$ cat src/rtl/dbg_tap_unlock.sv
`timescale 1ns/1ps
module dbg_tap_unlock #(
  parameter int IR_W = 4,
  parameter int KEY_W = 2,
  parameter logic [IR_W-1:0] OP_DBG = 4'b0010,
  parameter logic [IR_W-1:0] OP_KEY = 4'b1011,
  parameter logic [KEY_W-1:0] KEY_VAL = 2'b10
) (
  input  logic tck,
  input  logic trst_n,
  input  logic tms,
  input  logic tdi,
  input  logic core_halted,
  output logic tdo,
  output logic dbg_req
);
  localparam logic [IR_W-1:0] OP_BYP = '1;
  localparam logic [IR_W-1:0] IR_CAP = IR_W'(1);

  typedef enum logic [3:0] {
    TLR = 4'd0, RTI = 4'd1, SEL_DR = 4'd2, CAP_DR = 4'd3,
    SH_DR = 4'd4, EX1_DR = 4'd5, PAU_DR = 4'd6, EX2_DR = 4'd7,
    UPD_DR = 4'd8, SEL_IR = 4'd9, CAP_IR = 4'd10, SH_IR = 4'd11,
    EX1_IR = 4'd12, PAU_IR = 4'd13, EX2_IR = 4'd14, UPD_IR = 4'd15
  } tap_st_e;

  tap_st_e state, nstate;
  logic [IR_W-1:0] ir, ir_sr;
  logic [KEY_W-1:0] key_sr;
  logic [1:0] dbg_sr;
  logic byp, armed, req_q;

  wire sel_key = (ir == OP_KEY);
  wire sel_dbg = (ir == OP_DBG);

  always_comb begin
    unique case (state)
      TLR:    nstate = tms ? TLR    : RTI;
      RTI:    nstate = tms ? SEL_DR : RTI;
      SEL_DR: nstate = tms ? SEL_IR : CAP_DR;
      CAP_DR: nstate = tms ? EX1_DR : SH_DR;
      SH_DR:  nstate = tms ? EX1_DR : SH_DR;
      EX1_DR: nstate = tms ? UPD_DR : PAU_DR;
      PAU_DR: nstate = tms ? EX2_DR : PAU_DR;
      EX2_DR: nstate = tms ? UPD_DR : SH_DR;
      UPD_DR: nstate = tms ? SEL_DR : RTI;
      SEL_IR: nstate = tms ? TLR    : CAP_IR;
      CAP_IR: nstate = tms ? EX1_IR : SH_IR;
      SH_IR:  nstate = tms ? EX1_IR : SH_IR;
      EX1_IR: nstate = tms ? UPD_IR : PAU_IR;
      PAU_IR: nstate = tms ? EX2_IR : PAU_IR;
      EX2_IR: nstate = tms ? UPD_IR : SH_IR;
      UPD_IR: nstate = tms ? SEL_DR : RTI;
      default: nstate = TLR;
    endcase
  end

  always_ff @(posedge tck or negedge trst_n) begin
    if (!trst_n) begin
      state  <= TLR;
      ir     <= OP_BYP;
      ir_sr  <= '0;
      key_sr <= '0;
      dbg_sr <= '0;
      byp    <= 1'b0;
      armed  <= 1'b0;
      req_q  <= 1'b0;
    end else begin
      state <= nstate;
      case (state)
        TLR:    ir <= OP_BYP;
        CAP_IR: ir_sr <= IR_CAP;
        SH_IR:  ir_sr <= {tdi, ir_sr[IR_W-1:1]};
        UPD_IR: ir <= ir_sr;
        CAP_DR: begin
          byp    <= 1'b0;
          key_sr <= KEY_W'(armed);
          dbg_sr <= {core_halted, req_q};
        end
        SH_DR: begin
          byp <= tdi;
          if (sel_key) key_sr <= {tdi, key_sr[KEY_W-1:1]};
          if (sel_dbg) dbg_sr <= {tdi, dbg_sr[1]};
        end
        UPD_DR: begin
          if (sel_key && key_sr == KEY_VAL) armed <= 1'b1;
          if (sel_dbg && armed) req_q <= dbg_sr[0];
        end
        default: ;
      endcase
    end
  end

  assign tdo = (state == SH_IR) ? ir_sr[0] :
               (state != SH_DR) ? 1'b0 :
               sel_key ? key_sr[0] :
               sel_dbg ? dbg_sr[0] : byp;

  assign dbg_req = armed & req_q;
endmodule

$ cat config.mk
export PLATFORM = sky130hd
export DESIGN_NAME = dbg_tap_unlock
export DESIGN_NICKNAME = d
export VERILOG_FILES = /design/src/rtl/dbg_tap_unlock.sv
export SDC_FILE = /design/constraint.sdc
export NUM_CORES = 1
export LEC_CHECK = 0
export BUFFER_PORTS_ARGS = -buffer_cell sky130_fd_sc_hd__clkbuf_2
export CAP_MARGIN = 20
export CELL_PAD_IN_SITES_DETAIL_PLACEMENT = 1
export CELL_PAD_IN_SITES_GLOBAL_PLACEMENT = 1
export CORE_ASPECT_RATIO = 0.7
export CORE_MARGIN = 2
export CORE_UTILIZATION = 47
export DETAILED_ROUTE_END_ITERATION = 8
export GPL_TIMING_DRIVEN = 1
export PLACE_DENSITY = 0.81
export SETUP_SLACK_MARGIN = 0.02
export SLEW_MARGIN = 20
export SYNTH_ARGS = -nofsm -noshare
export SYNTH_HDL_FRONTEND = slang
export SYNTH_SLANG_ARGS = --single-unit
$ cat constraint.sdc
create_clock -name tck -period 4.8 [get_ports tck]
set_input_delay 1.2 -clock tck [delete_from_list [all_inputs] [get_ports tck]]
set_output_delay 1.2 -clock tck [all_outputs]
set_load 0.05 [all_outputs]
==> results of run 1 <==
## worst max-delay path, cell delays in order (launching register included)
cell and delay (ns):
dfrtp_1 0.63, or4b_4 0.63, or3_1 0.40, o21ai_2 0.14, clkbuf_2 0.29
## per-stage QoR
| step | setup slack (ns) | power [mW] |
|---|---|---|
| after floorplan | 1.86 | 0.502 |
| after global placement | 1.63 | 0.543 |
| after detailed placement | 1.58 | 0.565 |
| after CTS | 1.21 | 0.648 |
| after global routing | 1.09 | 0.707 |
| final | 1.20 | 0.649 |
## registers in the layout, summed over array words and instances, names as in the netlist
| name | count |
|---|---|
| armed | 1 |
| byp | 1 |
| dbg_sr | 2 |
| ir | 4 |
| ir_sr | 4 |
| key_sr | 2 |
| req_q | 1 |
| state | 4 |
## routing by layer
| layer | wire (µm) | track usage, % | part of all wire [%] |
|---|---|---|---|
| met5 | 0 | 0 | 0 |
| met2 | 1190 | 32.7 | 45 |
| met3 | 80 | 6.27 | 3.0 |
| met4 | 29 | 5.22 | 1.1 |
| met1 | 1370 | 36.9 | 51 |
## worst min-delay path by stage
stage | from | end | slack [ns] | depth (start not counted)
after floorplan | ir_sr[2] | ir_sr[2] | 0.47 | 2
after global placement | ir_sr[1] | ir_sr[1] | 0.50 | 2
after detailed placement | armed | armed | 0.52 | 1
after CTS | armed | armed | 0.54 | 1
after global routing | req_q | req_q | 0.58 | 1
final | armed | armed | 0.54 | 1
## final cells by class
type	instances	area, µm²	share of cell area [%]
multi-input combinational	95	536	47.5
timing repair buffer	6	30.0	2.66
tap	32	40.0	3.55
clock buffer	4	26.3	2.33
sequential	19	480	42.6
inverter	4	15.0	1.33
## report_power, final
group,switching (mW),internal [mW],leakage [nW]
clock,0.0511,0.0325,0.0150
combinational,0.121,0.103,0.230
sequential,0.119,0.222,0.234
total,0.291,0.357,0.479
## cell families after synthesis
family                 synth area share, %
multiplexers                          1.06
flip-flops                            45.0
AND/OR/NAND/NOR                       28.3
AO/OA/AOI/OAI                         20.0
buffers and inverters                 4.81
XOR/XNOR                             0.821
## cell usage in the layout (no fill, tap or decap), types with 2 or more instances in the layout
cell type / netlist / routed
nand3_1: 4 / 4
a22oi_1: 4 / 4
a221oi_1: 2 / 2
a21oi_1: 3 / 3
nor2b_1: 3 / 3
nand2_1: 20 / 20
nor2_1: 14 / 14
clkbuf_4: 0 / 3
nand2b_1: 5 / 5
inv_1: 4 / 4
dfstp_2: 4 / 4
o211ai_1: 2 / 2
nor4b_1: 2 / 2
clkbuf_2: 0 / 6
dfrtp_1: 15 / 15
or3_1: 2 / 2
o21ai_0: 11 / 11
nor3_1: 6 / 6
==> impl_metrics.toml, run 1 <==
[outcome]
outcome = "completed"

[worst_setup_path]
crit_path_end = "tdo"
start_kind = "register"
cp.required_ns = 3.60
worst_ep_arrival_time_ns = 2.40
ff2ff_path_depth = 4
crit_start = "state[0]"
endpoint_kind = "output pin"
cp_max_fo = 22
ff2ff_setup_slack_ns = 2.88
r2r-end = "key_sr[0]"
rr_startpoint = "state[0]"
crit_type = "register to output pin"

[synthesis]
ys_warn_count = 0
yosysMostFrequentCell = "nand2_1"
ys_seq_area_share_pct = 45.0
ys.flop_type = "dfrtp_1"
synthArstFlopShare_pct = 100
syn-num-nets = 131
synth_cell_types = 36
synth_area_um2 = 1070
synth-seq-cells = 19
synth_top_area_cell = "dfrtp_1"
synth_edf_count = 0
synthTopCellsByArea = "dfrtp_1 (35%), dfstp_2 (9.8%), nand2_1 (7.0%), o21ai_0 (5.2%), nor2_1 (4.9%)"
avgSynthCellArea_um2 = 8.47
synthTopCellsByCount = "nand2_1 (20), dfrtp_1 (15), nor2_1 (14)"
synth_top_cell_area_share_pct = 35.2
synthCells = 126

[clock_network]
cts_num_sinks = 19
cts-resized-gates = 0
cts.clk_slew.worst_paths_ns = 0.11
cts-root-buf = "clkbuf_4"
ctsLongestPathBuffers = 2
cts_inserted_buffers = 3
cts_hold_buf = 0
cts_setup_buffers = 0
htree_levels = 1
clk_latency_ns = 0.30
cts_tree = "done"

[floorplan]
core_um2 = 2150
die_h_um = 43.9
start_util_pct = 49.5
num_rows = 14
io_pins = 7
die_area_um2 = 2670
die_w_um = 61.0

[final_layout]
fillerInstances = 276
final_nets = 134
area_growth_pct = 5.63
fin_util_pct = 52.3
final_area_um2 = 1130
instances_no_fill = 160
drive_gt1_share_pct = 13.3
antenna_cells = 0

[placed_design]
place_congestion = 0.823
port_buffers = 6
placed_cell_area_um2 = 1100
dp_cells = 156
dp_hpwl_um = 1970

[sta]
fin_crit_ns = 3.60
drv_slew = 0
worst_clock_skew_ns = 0.00142
setup_violations = 0
finalSetupTns_ns = 0
whs_ns = 0.540
max_slew_margin_pct = 57.4
fin_crit_sh_pct = 75.0
rsz0062_at_grt = "no"
finalHoldViolCount = 0
clock.fmax_mhz = 278
worst_pin_slew_ns = 0.639

[pwr]
p_leak_nw = 0.479
ir_worst_vdd_uv = 333
cellPowerDensity_nw_per_um2 = 575

[run]
maxCapViolCount = 0

[drt]
wl_per_cell_um = 16.7
postRouteAntennaNets = 0
routed_wirelength_um = 2660
drt_iter0_markers = 62
vias = 942
firstDrtPassIters = 4
vias_per_cell = 5.89
remaining_drc_errors = 0

[global_route]
track_usage_pct = 23.7
grt_overflow_total = 0
grt_pass1_vias = 905
grt_start_max_net_pins = 23
antenna_found_initial = 0
grt_pass1_wl_um = 4500

[hold_path]
hold_class = "register to register"
Power figures use the tool's default switching activity.
==> run 2: changes to the inputs <==
CORE_UTILIZATION = 40   (was 47)
PLACE_DENSITY = 0.73   (was 0.81)
clock period = 3.1 ns   (was 4.8 ns; I/O delays follow)
==> impl_metrics.toml, run 2 (synthesis gave the netlist of run 1 again) <==
[clock_network]
cts.clk_slew.worst_paths_ns = 0.07
cts-resized-gates = 0
cts-root-buf = "clkbuf_8"
ctsLongestPathBuffers = 2
cts_num_sinks = 19
htree_levels = 1
clk_latency_ns = 0.25
cts_tree = "done"
cts_hold_buf = 0
cts_setup_buffers = 0
cts_inserted_buffers = 3

[placed_design]
place_congestion = 0.742
port_buffers = 6
placed_cell_area_um2 = 1130
dp_hpwl_um = 1870
dp_cells = 162
place_ws_ns = 0.633

[sta]
post-route-worst-setup-slack_ns = 0.366
finalHoldViolCount = 0
max_slew_margin_pct = 61.3
worst_pin_slew_ns = 0.573
whs_ns = 0.466
fin_crit_sh_pct = 88.2
fin_crit_ns = 2.73
rsz0062_at_grt = "no"
drv_slew = 0
setup_violations = 0
finalSetupTns_ns = 0
worst_clock_skew_ns = 0.00405
clock.fmax_mhz = 366

[drt]
vias = 951
wl_per_cell_um = 15.2
postRouteAntennaNets = 0
vias_per_cell = 5.73
remaining_drc_errors = 0
drt_iter0_markers = 55
firstDrtPassIters = 4
routed_wirelength_um = 2520

[floorplan]
start_util_pct = 42.8
num_rows = 15
die_area_um2 = 3100
io_pins = 7
core_um2 = 2500
die_h_um = 47.2
die_w_um = 65.7

[final_layout]
drive_gt1_share_pct = 15.9
layout_common_cells = "nand2_1 (20), dfrtp_1 (15), nor2_1 (14)"
area_growth_pct = 10.4
antenna_cells = 0
fin_util_pct = 47.2
final_area_um2 = 1180
final_nets = 138
layout_commonest_cell = "nand2_1"
instances_no_fill = 166
reg_top3 = "ir (4), ir_sr (4), state (4)"

[global_route]
grt_overflow_total = 0
grt_pass1_wl_um = 4070
antenna_found_initial = 0
grt_start_max_net_pins = 22
track_usage_pct = 17.9
grt_pass1_vias = 840

[run]
maxCapViolCount = 0

[outcome]
outcome = "completed"

[worst_setup_path]
cp.required_ns = 2.32
path_buf_inv = 1
crit_type = "register to output pin"
crit_family = "simple AND/OR/NAND/NOR gates"
cp_max_fo = 3
worstPathCellList = "or4b_4 -> or3_1 -> o21ai_2 -> clkbuf_2"
cp_slowest_cell = "or4b_4"
endpoint_kind = "output pin"
cp_slowest_stage_delay_ns = 0.55
start_kind = "register"
worst_ep_arrival_time_ns = 1.96

[pwr]
ir_worst_vdd_uv = 302
cellPowerDensity_nw_per_um2 = 910
p_leak_nw = 0.507
finalPower_mw = 1.07

[hold_path]
hold_class = "input port to asynchronous set/reset pin"
## run 2: cell count changes in the layout (fill, tap and decap cells not counted)
cell / previous run / this run
clkbuf_8: 0 / 3
clkbuf_4: 3 / 0
buf_4: 0 / 4
## run 2: cell type report
class                           count  area, µm²
Fill cell                         295       1320
Tap cell                           34       42.5
Clock buffer                        4       45.0
Multi-Input combinational cell     95        536
Inverter                            4       15.0
Timing Repair Buffer               10       60.1
Sequential cell                    19        480
## run 2: worst paths after layout
path	start	slack, ns	cells after the start	end
worst max-delay path	state[3]	0.37	4	tdo
worst min-delay path	trst_n	0.47	1	ir_sr[3]
worst max register to register	state[0]	1.41	5	dbg_sr[0]
worst min register to register	ir_sr[1]	0.53	2	ir_sr[1]
max in group asynchronous	trst_n	2.29	1	ir[1]
min in group tck	ir_sr[1]	0.53	2	ir_sr[1]
## run 2: power by group
group          leakage, nW  internal (mW)  switching, mW
Clock               0.0228         0.0913         0.0786
Combinational        0.250          0.191          0.296
Sequential           0.234          0.346         0.0701
## run 2: worst register-to-register path, cell delays in order (launching register included)
cell,delay [ns]
dfrtp_1,0.39
buf_4,0.20
nor4b_1,0.55
nand2_1,0.21
o22ai_1,0.17
a21oi_1,0.06
## run 2: metal layers
layer  vias to the layer above  global-route usage, %  routed length, µm
met5                         -                      0                  0
met4                         0                   3.75                 13
met3                         2                   3.60                 80
met2                        21                   29.3               1150
met1                       463                   25.0               1280
li1                        465                      -                  -
==> run 3: changes to the inputs <==
CELL_PAD_IN_SITES_DETAIL_PLACEMENT = 2   (was 1)
CELL_PAD_IN_SITES_GLOBAL_PLACEMENT = 2   (was 1)
CORE_MARGIN = default   (was 2)
CORE_UTILIZATION = 32   (was 40)
RECOVER_POWER = 50   (was default)
==> impl_metrics.toml, run 3 (synthesis gave the netlist of run 1 again) <==
[clock_network]
cts_inserted_buffers = 3
cts_num_sinks = 19
clk_latency_ns = 0.25
ctsLongestPathBuffers = 2
cts-root-buf = "clkbuf_8"
htree_levels = 1
cts.clk_slew.worst_paths_ns = 0.07
cts_tree = "done"
cts_hold_buf = 0
cts-resized-gates = 0
cts_setup_buffers = 0

[floorplan]
start_util_pct = 33.7
io_pins = 7
core_um2 = 3170
num_rows = 17
die_h_um = 50.3
die_w_um = 71.0
die_area_um2 = 3570

[global_route]
met3_usage_pct = 4.22
use_met2_pct = 32.1
grt_overflow_total = 0
grt_busiest_layer = "met2"
grt_pass1_wl_um = 5260
grt_pass1_vias = 1020
grt_start_max_net_pins = 22
antenna_found_initial = 0
met1_usage_pct = 26.8
track_usage_pct = 19.3

[sta]
worst_pin_slew_ns = 1.03
clock.fmax_mhz = 363
rsz0062_at_grt = "no"
fin_crit_sh_pct = 88.9
drv_slew = 0
worst_clock_skew_ns = 0.00362
setup_violations = 0
fin_crit_ns = 2.75
post-route-worst-setup-slack_ns = 0.345
max_slew_margin_pct = 31.6
finalSetupTns_ns = 0
finalHoldViolCount = 0

[final_layout]
antenna_cells = 0
layout_common_cells = "nand2_1 (20), dfrtp_1 (15), nor2_1 (14)"
layout_commonest_cell = "nand2_1"
area_growth_pct = 10.6
seq_area_um2 = 480
fillerInstances = 371
final_nets = 138
multiInputGateArea_um2 = 536
drive_gt1_share_pct = 15.2
reg_top3 = "ir (4), ir_sr (4), state (4)"

[worst_setup_path]
cp_max_fo = 3
crit_path_end = "tdo"
crit_type = "register to output pin"
crit_start = "state[3]"
rr_startpoint = "state[3]"
ff2ff_setup_slack_ns = 1.09
start_kind = "register"
ff2ff_path_depth = 5
cp.required_ns = 2.32
endpoint_kind = "output pin"
worst_ep_arrival_time_ns = 1.98
r2r-end = "dbg_sr[0]"

[drt]
vias_per_cell = 5.64
remaining_drc_errors = 0
routed_wirelength_um = 3160
firstDrtPassIters = 4
drt_iter0_markers = 22
postRouteAntennaNets = 0
wl_per_cell_um = 18.6
vias = 958

[hold_path]
hold_class = "register to register"

[pwr]
finalPower_mw = 1.10
p_leak_nw = 0.503
cellPowerDensity_nw_per_um2 = 930
ir_worst_vdd_uv = 298

[placed_design]
port_buffers = 6
dp_hpwl_um = 2300
place_ws_ns = 0.621
place_congestion = 0.806

[run]
maxCapViolCount = 0

[outcome]
outcome = "completed"
run 3: changes by cell type in the layout (fill, tap and decap cells not counted):
| cell | change |
|---|---|
| clkbuf_1 | +1 |
| clkbuf_2 | -1 |
| buf_4 | -1 |
| clkinv_2 | +1 |
run 3: layout make-up:
cell class | count | share of cell area, %
clock inverters | 1 | 0.424
well taps | 38 | 4.03
clock buffers | 3 | 3.50
repair buffers | 10 | 4.67
multi-input cells | 95 | 45.4
inverters | 4 | 1.27
flip-flops and latches | 19 | 40.7
run 3: report_power, final:
part | switching [mW] | internal [mW] | total [mW]
clock | 0.0835 | 0.0893 | 0.173
combinational | 0.311 | 0.185 | 0.496
sequential | 0.0815 | 0.346 | 0.428
total | 0.476 | 0.621 | 1.10
run 3: worst min-delay path by stage:
| stage | from | endpoint | slack (ns) | cells past startpoint |
|---|---|---|---|---|
| finish | armed | armed | 0.55 | 1 |
| global route | armed | armed | 0.57 | 1 |
| CTS | trst_n | armed | 0.47 | 1 |
| detailed placement | armed | armed | 0.53 | 1 |
| global placement | dbg_sr[1] | dbg_sr[1] | 0.50 | 2 |
| floorplan | ir_sr[2] | ir_sr[2] | 0.47 | 2 |
run 3: per-stage QoR:
stage / hold WS (ns) / instance area (µm²) / cells / utilization, %
after floorplan: 0.472 / 1070 / 126 / -
after global placement: 0.503 / 1140 / 166 / 35.9
after detailed placement: 0.529 / 1140 / 166 / 35.9
after CTS: 0.475 / 1180 / 170 / 37.4
after global routing: 0.571 / 1180 / 170 / 37.2
final: 0.549 / 1180 / 170 / 37.2
run 3: critical path: stages (launching register included):
cell and delay [ns]:
dfrtp_1 0.39, or4b_4 0.55, or3_1 0.39, o21ai_2 0.11
clkbuf_2 0.29
run 3: layer usage:
metal	wire length [µm]	vias up	part of all wire (%)
met5	0	-	0
met4	11	0	0.35
met3	60	4	1.9
met2	1460	10	46
met1	1630	481	51
li1	-	463	-
